===== config.mk =====
export PLATFORM = sky130hd
export DESIGN_NAME = ep_irq_ctrl
export DESIGN_NICKNAME = d
export VERILOG_FILES = /design/src/rtl/ep_irq_pkg.sv /design/src/rtl/ep_edge_det.sv /design/src/rtl/ep_evt_collect.sv /design/src/rtl/ep_stat_reg.sv /design/src/rtl/ep_irq_ctrl.sv
export SDC_FILE = /design/constraint.sdc
export NUM_CORES = 1
export LEC_CHECK = 0
export CAP_MARGIN = 20
export CORE_UTILIZATION = 31
export CTS_CLUSTER_DIAMETER = 120
export DETAILED_ROUTE_END_ITERATION = 10
export GPL_ROUTABILITY_DRIVEN = 0
export PLACE_DENSITY = 0.83
export SYNTH_ARGS = -nofsm -noshare
export SYNTH_HDL_FRONTEND = slang
export SYNTH_SLANG_ARGS = --single-unit

===== constraint.sdc =====
create_clock -name clk -period 1.2 [get_ports clk]
set_clock_uncertainty 0.05 [all_clocks]
set_input_delay 0.24 -clock clk [delete_from_list [all_inputs] [get_ports clk]]
set_output_delay 0.24 -clock clk [all_outputs]
set_load 0.01 [all_outputs]

===== src/rtl/ep_irq_pkg.sv =====
package ep_irq_pkg;
  localparam int unsigned EP_COUNT = 8;
  localparam int unsigned BUS_W    = 32;

  typedef enum logic {
    SEL_STATUS = 1'b0,
    SEL_MASK   = 1'b1
  } reg_sel_e;

  // bit order of the endpoint 0 flag vector
  localparam int unsigned EP0_OUT_BIT   = 0;
  localparam int unsigned EP0_IN_BIT    = 1;
  localparam int unsigned EP0_STALL_BIT = 2;
endpackage


===== src/rtl/ep_edge_det.sv =====
module ep_edge_det #(
  parameter int unsigned     W         = 1,
  parameter logic [W-1:0]    FALL_MASK = '0
) (
  input  logic         clk,
  input  logic         rst,
  input  logic [W-1:0] flag_i,
  output logic [W-1:0] edge_o
);
  logic [W-1:0] prev_q;

  always_ff @(posedge clk) begin
    if (rst) prev_q <= '0;
    else     prev_q <= flag_i;
  end

  for (genvar i = 0; i < W; i++) begin : g_bit
    if (FALL_MASK[i]) begin : g_fall
      assign edge_o[i] = prev_q[i] & ~flag_i[i];
    end else begin : g_rise
      assign edge_o[i] = flag_i[i] & ~prev_q[i];
    end
  end
endmodule


===== src/rtl/ep_evt_collect.sv =====
module ep_evt_collect #(
  parameter int unsigned NUM_EP = ep_irq_pkg::EP_COUNT,
  localparam int unsigned GEN_N = NUM_EP - 2
) (
  input  logic              clk,
  input  logic              rst,
  input  logic              ep0_out_rdy,
  input  logic              ep0_in_rdy,
  input  logic              ep0_stall_sent,
  input  logic              ep1_in_done,
  input  logic [GEN_N-1:0]  gen_evt,
  output logic [NUM_EP-1:0] set_vec
);
  import ep_irq_pkg::*;

  logic [2:0] ep0_flags;
  logic [2:0] ep0_edges;
  logic       ep1_edge;

  always_comb begin
    ep0_flags                = '0;
    ep0_flags[EP0_OUT_BIT]   = ep0_out_rdy;
    ep0_flags[EP0_IN_BIT]    = ep0_in_rdy;
    ep0_flags[EP0_STALL_BIT] = ep0_stall_sent;
  end

  // IN-ready is watched for a falling edge, the other two for rising
  ep_edge_det #(.W(3), .FALL_MASK(3'(1 << EP0_IN_BIT))) u_ep0_edge (
    .clk    (clk),
    .rst    (rst),
    .flag_i (ep0_flags),
    .edge_o (ep0_edges)
  );

  ep_edge_det #(.W(1), .FALL_MASK(1'b0)) u_ep1_edge (
    .clk    (clk),
    .rst    (rst),
    .flag_i (ep1_in_done),
    .edge_o (ep1_edge)
  );

  assign set_vec = {gen_evt, ep1_edge, |ep0_edges};
endmodule


===== src/rtl/ep_stat_reg.sv =====
module ep_stat_reg #(
  parameter int unsigned NUM_EP = ep_irq_pkg::EP_COUNT
) (
  input  logic              clk,
  input  logic              rst,
  input  logic              wr_en,
  input  logic              sel_mask,
  input  logic [NUM_EP-1:0] wr_bits,
  input  logic [NUM_EP-1:0] set_vec,
  output logic [NUM_EP-1:0] status_q,
  output logic [NUM_EP-1:0] mask_q,
  output logic              irq_q
);
  logic [NUM_EP-1:0] clr_vec;
  logic [NUM_EP-1:0] status_d;

  assign clr_vec  = (wr_en && !sel_mask) ? wr_bits : '0;
  // a set applied after the clear, so an event in a clearing cycle survives
  assign status_d = (status_q & ~clr_vec) | (set_vec & ~mask_q);

  always_ff @(posedge clk) begin
    if (rst) begin
      status_q <= '0;
      mask_q   <= '0;
      irq_q    <= 1'b0;
    end else begin
      status_q <= status_d;
      irq_q    <= |status_d;
      if (wr_en && sel_mask) mask_q <= wr_bits;
    end
  end
endmodule


===== src/rtl/ep_irq_ctrl.sv =====
module ep_irq_ctrl #(
  parameter int unsigned NUM_EP = ep_irq_pkg::EP_COUNT,
  parameter int unsigned DATA_W = ep_irq_pkg::BUS_W
) (
  input  logic              clk,
  input  logic              rst,
  input  logic              reg_sel,
  input  logic              wr_en,
  input  logic [DATA_W-1:0] wr_data,
  output logic [DATA_W-1:0] rd_data,
  input  logic              ep0_out_rdy,
  input  logic              ep0_in_rdy,
  input  logic              ep0_stall_sent,
  input  logic              ep1_in_done,
  input  logic [NUM_EP-3:0] ep_evt,
  output logic              irq
);
  import ep_irq_pkg::*;

  localparam int unsigned PAD_W = DATA_W - NUM_EP;

  logic [NUM_EP-1:0] set_vec;
  logic [NUM_EP-1:0] status_q;
  logic [NUM_EP-1:0] mask_q;
  logic              sel_mask;

  assign sel_mask = (reg_sel_e'(reg_sel) == SEL_MASK);

  ep_evt_collect #(.NUM_EP(NUM_EP)) u_collect (
    .clk            (clk),
    .rst            (rst),
    .ep0_out_rdy    (ep0_out_rdy),
    .ep0_in_rdy     (ep0_in_rdy),
    .ep0_stall_sent (ep0_stall_sent),
    .ep1_in_done    (ep1_in_done),
    .gen_evt        (ep_evt),
    .set_vec        (set_vec)
  );

  ep_stat_reg #(.NUM_EP(NUM_EP)) u_stat (
    .clk      (clk),
    .rst      (rst),
    .wr_en    (wr_en),
    .sel_mask (sel_mask),
    .wr_bits  (wr_data[NUM_EP-1:0]),
    .set_vec  (set_vec),
    .status_q (status_q),
    .mask_q   (mask_q),
    .irq_q    (irq)
  );

  assign rd_data = {{PAD_W{1'b0}}, (sel_mask ? mask_q : status_q)};
endmodule


==> qor.csv, run 1 <==
metric;value;unit
Pwr Density;951.6;nW/um^2
#FFs+latches synth;21;
Power Total;0.001507;W
row count;21;
Highest Clock Rate;750.0;MHz
layout cells sized above 1;0.3429;
minimum clock period;1.333;ns
hold depth;2;
routed vias;943;
RR Startpoint;u_collect.u_ep0_edge.prev_q[0];
Final nets;222;
initial antenna violation count;0;
max-cap viol count;0;
CP Cell Sequence;mux2_4 > buf_6;
drt pass-1 iters;4;
Crit Path Category;register to primary output;
Ys Warns;0;
total CTS buffers;3;
io pins;79;
TritonCTS clock tree;built;
Total Routing Usage GR;0.1248;
CTS root buf;clkbuf_4;
slowest stage delay, CP;0.35;ns
Max Slew Vio Count;0;
fin worst setup slack;-0.1333;ns
Reg2Reg Depth;4;
reg2reg end;u_stat.irq_q;
clock buffer depth;2;
clock latency on the worst-skew pair;0.30;ns
synth cell count leaders;buf_4, dfxtp_1, a21oi_1;
final setup vio count;8;
die height;61.40;um
drt wl/cell;10.68;um
post-synthesis cell type count;20;
clock power share;0.231;
vias in the first global route;819;
CP arrival;1.04;ns
initial core utilization;0.3251;
hold worst-path end;u_collect.u_ep0_edge.prev_q[1];
drt initial violations;9;
Syn Inst Count;127;
H-tree depth;1;
Finished Layout Cells;221;
die area;3769;um^2
setup slack, reg-to-reg;0.04;ns
P_leak;0.7083;nW
pin count of the biggest net entering global routing;22;
Post-Place Cells;212;
Most used DFF post-synth;dfxtp_1;
DIE WIDTH;61.40;um
# fillers;353;
sequential group share of total power;0.511;
clock-pin slew of the registers on the worst-case setup and hold paths;0.12;ns
Syn Std Cell Area;1094;um^2
Area Growth Syn to Fin;44.85;%
Worst Hold Launch;ep0_in_rdy;
Final Cycle Share;1.111;
average cell area after synthesis;8.611;um^2
startpoint types;register;
RSZ-0062 raised after global routing;yes;
Synth top area share;0.3844;
Antenna Cells;0;
CP max stage cell;dfxtp_2;
crit path max fanout;2;
Max VDD drop;0.5672;mV
Core ar.;3363;um^2
first-pass GRT wire length;3.443;mm
Overflow after GRT;0;
leading cell types by total area after synthesis;dfxtp_1, buf_4, mux2_2;
Worst Setup End Kind;primary output;
sw power;0.0004177;W
DR DRC count;0;
Worst Path Required;0.91;ns
failing checks;setup timing;
Post-synth EDFFs;0;
Final Hold Vio Count;0;
Synth area leader;dfxtp_1;
post-detail-place hpwl;1.649;mm
setup TNS;-0.9915;ns
outcome;finished, violations left;
ys async rst share;0;
DRT Wirelength;2.360;mm
Clock Sinks;21;
P_int;0.001090;W
Post-DRT Antenna Nets;0;
share of the yosys chip area belonging to registers;0.3844;
Worst Hold Class;input port to register;
switch share;0.2771;
Comb power frac;0.258;
Avg Vias per Cell;4.267;
# port buffers;30;
most common cell in the netlist;buf_4;
-- power by group through the flow --
stage | Sequential (W) | Clock (W) | Combinational, W
5_1_grt | 0.000774 | 0.000384 | 0.000428
6_report | 0.000770 | 0.000348 | 0.000390
3_3_place_gp | 0.000775 | 0 | 0.000349
3_5_place_dp | 0.000776 | 0 | 0.000352
4_1_cts | 0.000765 | 0.000361 | 0.000371
2_1_floorplan | 0.000772 | 0 | 0.000230
-- logic make-up after synthesis --
kind of cell | after synthesis | synth area share
buffers and inverters | 33 | 0.2105
AOI/OAI and AO/OA | 18 | 0.09154
and+or+nand+nor | 46 | 0.2277
DFF | 21 | 0.3844
muxes | 8 | 0.08238
other | 1 | 0.003429
-- how the worst max path moves through the flow --
stage	start	to	cells after the start
final	u_stat.status_q[6]	rd_data[6]	2
after global routing	u_stat.status_q[6]	rd_data[6]	2
after CTS	u_stat.mask_q[1]	rd_data[1]	2
after detailed placement	reg_sel	rd_data[1]	4
after global placement	reg_sel	rd_data[1]	4
after floorplan	reg_sel	rd_data[5]	3
-- critical path: cells and delay by family, from the launching register on --
family | cells | cell delay, ns
buf+inv | 1 | 0.12
flops | 1 | 0.35
mux | 1 | 0.27
-- cell usage in the layout, fill, tap and decap left out, types with 3 or more instances in the layout --
cell,instances
conb_1,24
clkdlybuf4s50_1,18
buf_4,15
dfxtp_1,11
nor2b_1,10
buf_6,10
dfxtp_2,10
nand2_1,9
a21oi_1,9
nand3_1,8
nand3b_1,8
nor2_1,8
a21oi_2,6
mux2_4,4
mux2_2,4
buf_2,4
inv_1,3
clkbuf_4,3
-- sequential cells by signal, summed over array words and instances (netlist names) --
register / cells
u_stat.mask_q: 8
u_stat.status_q: 8
u_stat.irq_q: 1
u_collect.u_ep0_edge.prev_q: 3
u_collect.u_ep1_edge.prev_q: 1
-- per-layer routing --
metal / track usage / wire length [um] / share of wire
met5: 0 / 0 / 0
met2: 0.2081 / 1170 / 0.50
met1: 0.1607 / 1057 / 0.45
met3: 0.02521 / 111 / 0.047
met4: 0.04444 / 21 / 0.0089
-- timing repair --
| item | 4_1_cts | 5_1_grt |
|---|---|---|
| setup endpoints to repair | 20 | 11 |
| cloned | 1 | 1 |
| pin swaps | 3 | 0 |
| hold buffers | 0 | 0 |
| buffers inserted | 3 | 0 |
| resized for setup | 58 | 14 |
-- area by class of cell --
| type | count | area, um^2 | share of cell area |
|---|---|---|---|
| multi-input combinational | 96 | 578.1 | 0.3649 |
| timing repair buffer | 51 | 476.7 | 0.3009 |
| sequential | 21 | 432.9 | 0.2733 |
| tap | 46 | 57.56 | 0.03633 |
| clock buffer | 3 | 22.52 | 0.01422 |
| inverter | 3 | 11.26 | 0.007109 |
| clock inverter | 1 | 5.005 | 0.003160 |
-- metrics by stage --
stage / worst slack [ns] / hold WS [ns] / util / area, um^2
2_1_floorplan: 0.05595 / 0.2616 / - / 1180
3_3_place_gp: -0.8143 / 0.4064 / 0.4315 / 1451
4_1_cts: -0.2161 / 0.2433 / 0.4576 / 1539
5_1_grt: -0.1684 / 0.2598 / 0.4710 / 1584
3_5_place_dp: -0.8130 / 0.4108 / 0.4315 / 1451
6_report: -0.1333 / 0.2431 / 0.4710 / 1584
No activity file was read; power rests on OpenSTA's default activity.
==> run 2: changes to the inputs <==
ABC_AREA = 1   (was unset)
PLACE_DENSITY = 0.84   (was 0.83)
==> qor.csv, run 2 <==
metric;value;unit;change
leading cell types by total area after synthesis;dfxtp_1, buf_4, nand2_1;;
Pwr Density;975.8;nW/um^2;+2.5%
crit path max fanout;2;;unchanged
DRT Wirelength;2.455;mm;+4.0%
Ys Warns;0;;unchanged
H-tree depth;1;;unchanged
#FFs+latches synth;21;;unchanged
Antenna Cells;0;;unchanged
DR DRC count;0;;unchanged
sequential group share of total power;0.501;;-0.010
Synth top area share;0.3875;;+0.003104
Worst Path Required;0.91;ns;about the same
Most used DFF post-synth;dfxtp_1;;
die area;3740;um^2;-0.78%
most common cell in the netlist;nand2_1;;
drt wl/cell;9.516;um;-11%
vias in the first global route;894;;+9.2%
P_leak;0.7661;nW;+8.2%
routed vias;1073;;+14%
drt initial violations;15;;+6
Final Cycle Share;1.022;;-0.08936
Core ar.;3337;um^2;-0.78%
switch share;0.2888;;+0.01168
drt pass-1 iters;4;;unchanged
fin worst setup slack;-0.02610;ns;+0.1072 ns
Total Routing Usage GR;0.1354;;+0.01055
Syn Std Cell Area;1085;um^2;-0.80%
Worst Hold Class;input port to register;;
Max Slew Vio Count;0;;unchanged
# port buffers;30;;unchanged
synth cell count leaders;nand2_1, buf_4, dfxtp_1;;
clock power share;0.220;;-0.011
Post-DRT Antenna Nets;0;;unchanged
clock buffer depth;2;;unchanged
Comb power frac;0.279;;+0.021
initial antenna violation count;0;;unchanged
most common library cell in the layout ignoring fill and taps;nand2_1;;
failing checks;setup timing;;
outcome;finished, violations left;;
dpl ws;-0.7532;ns;+0.05979 ns
post-detail-place hpwl;1.678;mm;+1.8%
ys async rst share;0;;unchanged
final setup vio count;6;;-2
# fillers;351;;-0.57%
Post-synth EDFFs;0;;unchanged
Overflow after GRT;0;;unchanged
Area Growth Syn to Fin;45.68;%;
layout cells sized above 1;0.3255;;-0.01739
row count;21;;unchanged
share of the yosys chip area belonging to registers;0.3875;;+0.003104
most frequent cells in the layout;nand2_1, conb_1, buf_4;;
pin count of the biggest net entering global routing;22;;unchanged
CP arrival;0.94;ns;-0.10 ns
Register Area;432.9;um^2;unchanged
first-pass GRT wire length;3.719;mm;+8.0%
P_int;0.001097;W;+0.65%
Hold-fix buffers, CTS;0;;unchanged
minimum clock period;1.226;ns;-0.1072 ns
Final nets;259;;+17%
hold slack;0.4237;ns;+0.1806 ns
Synth area leader;dfxtp_1;;
max-cap viol count;0;;unchanged
Worst Setup End Kind;primary output;;
RSZ-0062 raised after global routing;yes;;
Avg Vias per Cell;4.159;;-2.5%
Clock Sinks;21;;unchanged
Syn Inst Count;157;;+24%
DIE WIDTH;61.16;um;-0.39%
Crit Path Category;register to primary output;;
biggest regs;u_stat.mask_q x8, u_stat.status_q x8, u_collect.u_ep0_edge.prev_q x3;;
io pins;79;;unchanged
CTS root buf;clkbuf_4;;
Max VDD drop;0.5063;mV;-11%
initial core utilization;0.3251;;about the same
Highest Clock Rate;815.6;MHz;+8.7%
Final Hold Vio Count;0;;unchanged
average cell area after synthesis;6.909;um^2;-20%
total CTS buffers;3;;unchanged
post-synthesis cell type count;14;;-30%
sw power;0.0004453;W;+6.6%
startpoint types;register;;
Multi-input gate area;519.2;um^2;-10%
TritonCTS clock tree;built;;
die height;61.16;um;-0.39%
clock latency on the worst-skew pair;0.30;ns;about the same
clock-pin slew of the registers on the worst-case setup and hold paths;0.11;ns;about the same
-- run 2: stage by stage --
step / TNS [ns] / cell area, um^2 / std cells / util / total power [W]
after floorplan: 0 / 1171 / 180 / - / 0.001017
after global placement: -10.43 / 1473 / 245 / 0.4413 / 0.001171
after detailed placement: -10.92 / 1473 / 245 / 0.4413 / 0.001179
after CTS: -0.2611 / 1545 / 257 / 0.4631 / 0.001533
after global routing: -0.5891 / 1580 / 258 / 0.4736 / 0.001637
final: -0.08352 / 1580 / 258 / 0.4736 / 0.001542
-- run 2: power groups by stage --
stage          sequential [W]  clock [W]  combinational [W]
2_1_floorplan        0.000777          0           0.000240
3_3_place_gp         0.000779          0           0.000392
3_5_place_dp         0.000780          0           0.000398
4_1_cts              0.000767   0.000353           0.000413
5_1_grt              0.000777   0.000381           0.000478
6_report             0.000773   0.000339           0.000430
-- run 2: path summary, 6_finish.rpt --
path / slack [ns] / startpoint / cells past startpoint / to
setup reg to reg: 0.03 / u_stat.mask_q[4] / 9 / u_stat.irq_q
hold / removal: 0.42 / ep0_in_rdy / 3 / u_collect.u_ep0_edge.prev_q[1]
hold reg to reg: 0.44 / u_stat.status_q[3] / 2 / u_stat.status_q[3]
setup / recovery: -0.03 / u_stat.mask_q[0] / 3 / rd_data[0]
-- run 2: cells by family (layout without fill, tap and decap cells) --
family	count (synthesis)	after routing	share of synthesized area
AND/OR/NAND/NOR	66	66	0.2411
AO/OA/AOI/OAI	23	23	0.1246
flip-flops	21	21	0.3875
buffers and inverters	46	78	0.2434
other	1	24	0.003457
-- run 2: layout make-up --
class	count	share of cell area
Clock buffer	4	0.01663
Inverter	18	0.04434
Multi-Input combinational cell	113	0.3286
Sequential cell	21	0.2740
Tap cell	46	0.03642
Timing Repair Buffer	56	0.3001
-- run 2: timing repair --
action | 4_1_cts | 5_1_grt
hold endpoints to repair | 0 | 0
setup endpoints to repair | 12 | 10
gates resized for setup | 59 | 22
gates cloned | 1 | 0
pin swaps | 10 | 5
setup buffers | 7 | 1
-- run 2: routing by layer --
metal,up-vias,routed length [um],GRT usage,share of wire
met1,485,1113,0.1622,0.45
met2,34,1202,0.2391,0.49
li1,552,-,-,-
met4,0,13,0.04870,0.0053
met3,2,126,0.02731,0.051
met5,-,0,0,0
-- run 2: worst max-delay path: stages (launching register included) --
cell and delay [ns]:
dfxtp_2 0.35, inv_2 0.04, o21ai_2 0.12, buf_2 0.14
